--- config.mk ---
export PLATFORM = sky130hd
export DESIGN_NAME = aud_irq_stat
export DESIGN_NICKNAME = d
export VERILOG_FILES = /design/src/rtl/aud_irq_pkg.sv /design/src/rtl/aud_irq_chan.sv /design/src/rtl/aud_irq_line.sv /design/src/rtl/aud_irq_stat.sv
export SDC_FILE = /design/constraint.sdc
export NUM_CORES = 1
export LEC_CHECK = 0
export ABC_AREA = 1
export BUFFER_PORTS_ARGS = -buffer_cell sky130_fd_sc_hd__buf_4
export CAP_MARGIN = 30
export CORE_MARGIN = 2
export CORE_UTILIZATION = 28
export CTS_CLUSTER_SIZE = 20
export DETAILED_ROUTE_END_ITERATION = 10
export GPL_TIMING_DRIVEN = 0
export PLACE_DENSITY = 0.72
export SLEW_MARGIN = 20
export SYNTH_ARGS = -nofsm -noshare
export SYNTH_HDL_FRONTEND = slang
export SYNTH_SLANG_ARGS = --single-unit
--- constraint.sdc ---
create_clock -name clk -period 0.92 [get_ports clk]
set_clock_uncertainty 0.15 [all_clocks]
set_input_delay 0.23 -clock clk [delete_from_list [all_inputs] [get_ports clk]]
set_output_delay 0.23 -clock clk [all_outputs]
set_load 0.03 [all_outputs]
--- src/rtl/aud_irq_pkg.sv ---
package aud_irq_pkg;
   localparam int unsigned NCH     = 3;
   localparam int unsigned WORD_W  = 32;
   localparam int unsigned EN_LSB  = 8;   // enable of channel c sits at EN_LSB+c
   localparam int unsigned UART_B  = 3;
   localparam int unsigned CCB_B   = 4;
   localparam int unsigned SRC_LSB = 5;
   localparam int unsigned SRC_W   = 2;
   localparam int unsigned CDC_LSB = 8;
   localparam int unsigned CDC_W   = 3;
   localparam int unsigned SUM_B   = 31;

   typedef enum logic [1:0] {CH_DAC1 = 2'd0, CH_DAC2 = 2'd1, CH_ADC = 2'd2} chan_e;

   // Status bit of channel c: playback 1 high, capture at bit 0.
   function automatic int unsigned pend_bit(input int unsigned c);
      return NCH - 1 - c;
   endfunction
endpackage

--- src/rtl/aud_irq_chan.sv ---
module aud_irq_chan #(
   parameter int unsigned EN_POS = 8,
   parameter int unsigned W      = 32
) (
   input  logic         clk,
   input  logic         rst_n,
   input  logic         wr,
   input  logic [W-1:0] wdata,
   input  logic         evt,
   output logic         pend
);
   logic en_q;
   logic en_nx;
   logic drop;
   logic raise;

   initial begin
      if (EN_POS >= W) $error("enable position outside word");
   end

   assign en_nx = wdata[EN_POS];
   assign drop  = wr & en_q & ~en_nx;
   assign raise = evt & en_q;

   always_ff @(posedge clk or negedge rst_n) begin
      if (!rst_n) begin
         en_q <= 1'b0;
         pend <= 1'b0;
      end else begin
         if (wr) en_q <= en_nx;
         if (drop)       pend <= 1'b0;
         else if (raise) pend <= 1'b1;
      end
   end
endmodule

--- src/rtl/aud_irq_line.sv ---
module aud_irq_line #(
   parameter bit REGISTERED = 1'b1
) (
   input  logic clk,
   input  logic rst_n,
   input  logic any,
   output logic line
);
   generate
      if (REGISTERED) begin : g_reg
         logic q;
         always_ff @(posedge clk or negedge rst_n) begin
            if (!rst_n) q <= 1'b0;
            else        q <= any;
         end
         assign line = q;
      end else begin : g_comb
         assign line = any;
      end
   endgenerate
endmodule

--- src/rtl/aud_irq_stat.sv ---
module aud_irq_stat
   import aud_irq_pkg::*;
#(
   parameter int unsigned NUM_CH  = NCH,
   parameter int unsigned DW      = WORD_W,
   parameter bit          IRQ_REG = 1'b1
) (
   input  logic          clk,
   input  logic          rst_n,
   input  logic          sc_we,
   input  logic [DW-1:0] sc_wdata,
   input  logic [NUM_CH-1:0] done,
   input  logic          uart_pend,
   input  logic          ccb_pend,
   input  logic [SRC_W-1:0] ccb_src,
   input  logic [CDC_W-1:0] codec_flags,
   output logic [DW-1:0] status,
   output logic          irq
);
   localparam logic [SRC_W-1:0] SRC_RST = '1;

   generate
      if (NUM_CH != NCH) begin : g_bad_ch
         $error("channel count must be 3");
      end
      if (DW <= SUM_B) begin : g_bad_w
         $error("status word too narrow");
      end
   endgenerate

   logic [NUM_CH-1:0] pend;
   logic [SRC_W-1:0]  src_q;
   logic              any_pend;

   for (genvar c = 0; c < NUM_CH; c++) begin : g_ch
      aud_irq_chan #(.EN_POS(EN_LSB + c), .W(DW)) u_ch (
         .clk  (clk),
         .rst_n(rst_n),
         .wr   (sc_we),
         .wdata(sc_wdata),
         .evt  (done[c]),
         .pend (pend[c])
      );
   end

   always_ff @(posedge clk or negedge rst_n) begin
      if (!rst_n)        src_q <= SRC_RST;
      else if (ccb_pend) src_q <= ccb_src;
   end

   assign any_pend = |pend;

   always_comb begin
      status = '0;
      for (int c = 0; c < NUM_CH; c++) status[pend_bit(c)] = pend[c];
      status[UART_B] = uart_pend;
      status[CCB_B]  = ccb_pend;
      status[SRC_LSB +: SRC_W] = src_q;
      status[CDC_LSB +: CDC_W] = codec_flags;
      status[SUM_B]  = any_pend;
   end

   aud_irq_line #(.REGISTERED(IRQ_REG)) u_line (
      .clk  (clk),
      .rst_n(rst_n),
      .any  (any_pend),
      .line (irq)
   );
endmodule

==> results.md <==
Clock network:
- The clock transition at the registers of the reported paths is 60 ps.
- The number of clock buffers added by TritonCTS is 3.
- The clock latency on the worst-skew pair is 260 ps.
- The buffer levels on the longest clock path is 2.
- The CTS H-tree depth is 1.
- The clock net in this run drives a total of 9 sinks.
- The master cell of the clock root buffer is sky130_fd_sc_hd__clkbuf_4.
- TritonCTS built the clock tree.

Detailed routing:
- Dividing the detail-routed wire length by the instance count gives 7.78 um.
- The per-cell via count in the routed design is 3.46.
- In this run the remaining antenna-violating nets after routing total 0.
- The routed via count is 529.
- Wires add up to 1190 um.
- For this run, the detailed router's first-pass iteration total came to 1.
- The starting DRC count in detailed routing is 0.
- After detailed routing, the number of remaining DRC violations is 0.

Layout:
- The proportion of layout cells with a drive suffix above 1 is 0.540.
- 0 antenna diodes ended up in the layout.
- Once layout is complete, the cells apart from fillers number 153.
- The synthesis-to-layout area growth is 65.6%.
- The number of nets in the final layout is 172.

Worst setup path:
- The arrival time reported for the critical path endpoint is 1040 ps.
- The worst register-to-register path has a depth of 3.
- The critical path is of the flip-flop to output port type.
- The startpoint kind of the worst setup timing path is a flip-flop.
- The worst reg-to-reg setup slack is -70 ps.
- Of all nets on the critical path, the largest fanout is 2.
- The worst register-to-register path ends at src_q[1]$_DFFE_PN1P_.
- At the worst endpoint, the required time is 540 ps.
- STA classifies the critical path endpoint as an output port.
- In this run the critical register-to-register path is launched from src_q[1]$_DFFE_PN1P_.

Floorplan:
- The initial core utilization is 0.303.
- The number of top-level pins is 78.
- The y dimension of the die is 50.6 um.
- The floorplan has 16 rows.
- The width of the die is 50.6 um.
- The floorplan step defined a core boundary enclosing 2000 um^2.
- The die footprint is 2560 um^2.

Job:
- Across the run, the number of max-cap violations was 0.

STA:
- The time the worst path needs with I/O delays and setup is 1420 ps.
- The final max-slew violation count is 0.
- Setup repair after global routing could not meet its margin everywhere.
- The final-report hold violation count was 0.
- In the post-route analysis, the smallest setup slack over all paths is -502 ps.
- The count of final setup violators is 9.
- The final total negative setup slack is -2920 ps.
- Timing would allow up to 703 MHz.
- In the finished design, the share of the clock period the worst path needs comes to 1.55.

GRT:
- Across every metal layer, demand over resource in global routing totals 0.100.
- The via count of the first global-routing pass came to 454.
- The total overflow reported by the global router is 0.
- The first global-routing pass estimated 1870 um of wire.
- The maximum number of pins on one net before global-route repair is 10.
- The number of antenna violations at the first check in global routing is 0.

Hold path:
- The terminating pin of the worst hold path is g_ch[2].u_ch.en_q$_DFFE_PN0P_.
- The hold path depth is 2.
- The min-delay analysis places its worst path in the category input pin to flip-flop.
- The startpoint of the lowest-slack hold path is sc_we.

Logic synthesis:
- The mapped cell area is 607 um^2.
- The sequential-to-total area share from yosys stat is 0.375.
- Each instance of the synthesized netlist takes up on average 8.09 um^2.
- The number of warnings printed during yosys synthesis is 0.
- The library cell with the largest summed area after synthesis is sky130_fd_sc_hd__buf_4.
- The proportion of netlist area held by the largest area contributor is 0.371.
- The number of instances in the synthesized netlist is 75.
- Counting distinct cell types in the post-synthesis netlist gives 11.
- After synthesis, the cell types taking the most area are sky130_fd_sc_hd__buf_4, sky130_fd_sc_hd__dfrtp_1, sky130_fd_sc_hd__dfstp_2, sky130_fd_sc_hd__inv_1, sky130_fd_sc_hd__nand2_1.
- Synthesis inferred 9 register bits.

Power:
- VDD sags by at most 0.000944 V.
- The post-route total power is 1.39 mW.
- For this design the static power due to leakage is 0.591 nW.
- The power density over cell area is 1380 nW/um^2.

Placement:
- The quantity of I/O buffers inserted on ports is 22.
- The HPWL after detailed placement is 968 um.
- The routability congestion estimate is 0.596.
- The total placed cells including tap cells is 144.

Outcome:
- The run finished, with violations left.
- The checks that failed: setup timing.
metal layers:
| metal | global-route usage | routed length (um) | vias up |
|---|---|---|---|
| met5 | 0 | 0 | - |
| met3 | 0.0506 | 177 | 0 |
| met1 | 0.0857 | 387 | 215 |
| met4 | 0.0270 | 0 | 0 |
| met2 | 0.200 | 626 | 40 |
| li1 | - | - | 274 |
cells in the mapped netlist (all sizes together):
master / number
conb: 1
a21oi: 3
nand3: 4
inv: 11
dfstp: 2
nor2: 3
dfrtp: 7
buf: 31
nand2: 11
o21ai: 2
power by group:
part           internal, mW  switching [mW]
registers             0.445          0.0316
clock network         0.167           0.134
logic                 0.283           0.325
total                 0.895           0.491
sequential cells by signal (all words and copies together), names as in the netlist:
name            cells
g_ch.u_ch.en_q      3
src_q               2
u_line.line         1
g_ch.u_ch.pend      3
repair_timing:
action	in CTS	in global routing
endpoints found under the hold margin	9	0
cloned	0	0
hold buffers	1	0
endpoints found under the setup margin	9	11
pin swaps	1	2
gates resized for setup	14	2
setup buffers	3	4
worst max-delay path by stage:
stage / startpoint / to / slack (ps) / cells past startpoint
after floorplan: g_ch[1].u_ch.pend$_DFFE_PN0P_ / status[31] / -90 / 3
after global placement: g_ch[1].u_ch.pend$_DFFE_PN0P_ / status[31] / -250 / 4
after detailed placement: g_ch[1].u_ch.pend$_DFFE_PN0P_ / status[31] / -260 / 4
after CTS: g_ch[0].u_ch.pend$_DFFE_PN0P_ / status[31] / -510 / 4
after global routing: g_ch[2].u_ch.pend$_DFFE_PN0P_ / status[31] / -550 / 4
final: g_ch[1].u_ch.pend$_DFFE_PN0P_ / status[31] / -500 / 4
worst max-delay path: stages, from the launching register on:
cell and delay [ps]:
sky130_fd_sc_hd__dfrtp_1 380, sky130_fd_sc_hd__inv_2 70, sky130_fd_sc_hd__nand3_2 90, sky130_fd_sc_hd__buf_6 120, sky130_fd_sc_hd__buf_6 120
cell families after synthesis:
family                 count (synthesis)  synth area share
buffers and inverters                 42             0.458
flip-flops                             9             0.375
AO/OA/AOI/OAI                          5            0.0412
AND/OR/NAND/NOR                       18             0.120
other                                  1           0.00618
through the flow:
step           instance area, um^2  setup WS (ps)  hold WS (ps)   util
3_5_place_dp                   890           -258         -93.0  0.444
4_1_cts                        990           -510          20.8  0.494
6_report                      1000           -502          20.8  0.502
2_1_floorplan                  691          -94.1          -216      -
5_1_grt                       1000           -555          17.1  0.502
3_3_place_gp                   890           -251         -95.2  0.444
final cells by class:
cell class,count,area (um^2)
tap,27,33.8
multi-input combinational,44,185
timing repair buffer,30,273
fill,208,997
inverter,11,41.3
buffer,28,218
sequential,9,228
clock buffer,4,26.3
placed cells by master, fill, tap and decap left out:
master	Yosys	routed
sky130_fd_sc_hd__a21oi_1	3	3
sky130_fd_sc_hd__buf_4	30	44
sky130_fd_sc_hd__buf_6	1	12
sky130_fd_sc_hd__buf_8	0	1
sky130_fd_sc_hd__clkbuf_1	0	1
sky130_fd_sc_hd__clkbuf_4	0	3
sky130_fd_sc_hd__conb_1	1	21
sky130_fd_sc_hd__dfrtp_1	7	7
sky130_fd_sc_hd__dfstp_2	2	2
sky130_fd_sc_hd__dlygate4sd3_1	0	1
sky130_fd_sc_hd__inv_1	11	7
sky130_fd_sc_hd__inv_2	0	4
sky130_fd_sc_hd__nand2_1	11	11
sky130_fd_sc_hd__nand3_1	4	3
sky130_fd_sc_hd__nand3_2	0	1
sky130_fd_sc_hd__nor2_1	3	3
sky130_fd_sc_hd__o21ai_1	0	1
sky130_fd_sc_hd__o21ai_2	0	1
Note: power is estimated with default switching activity, not from simulation.
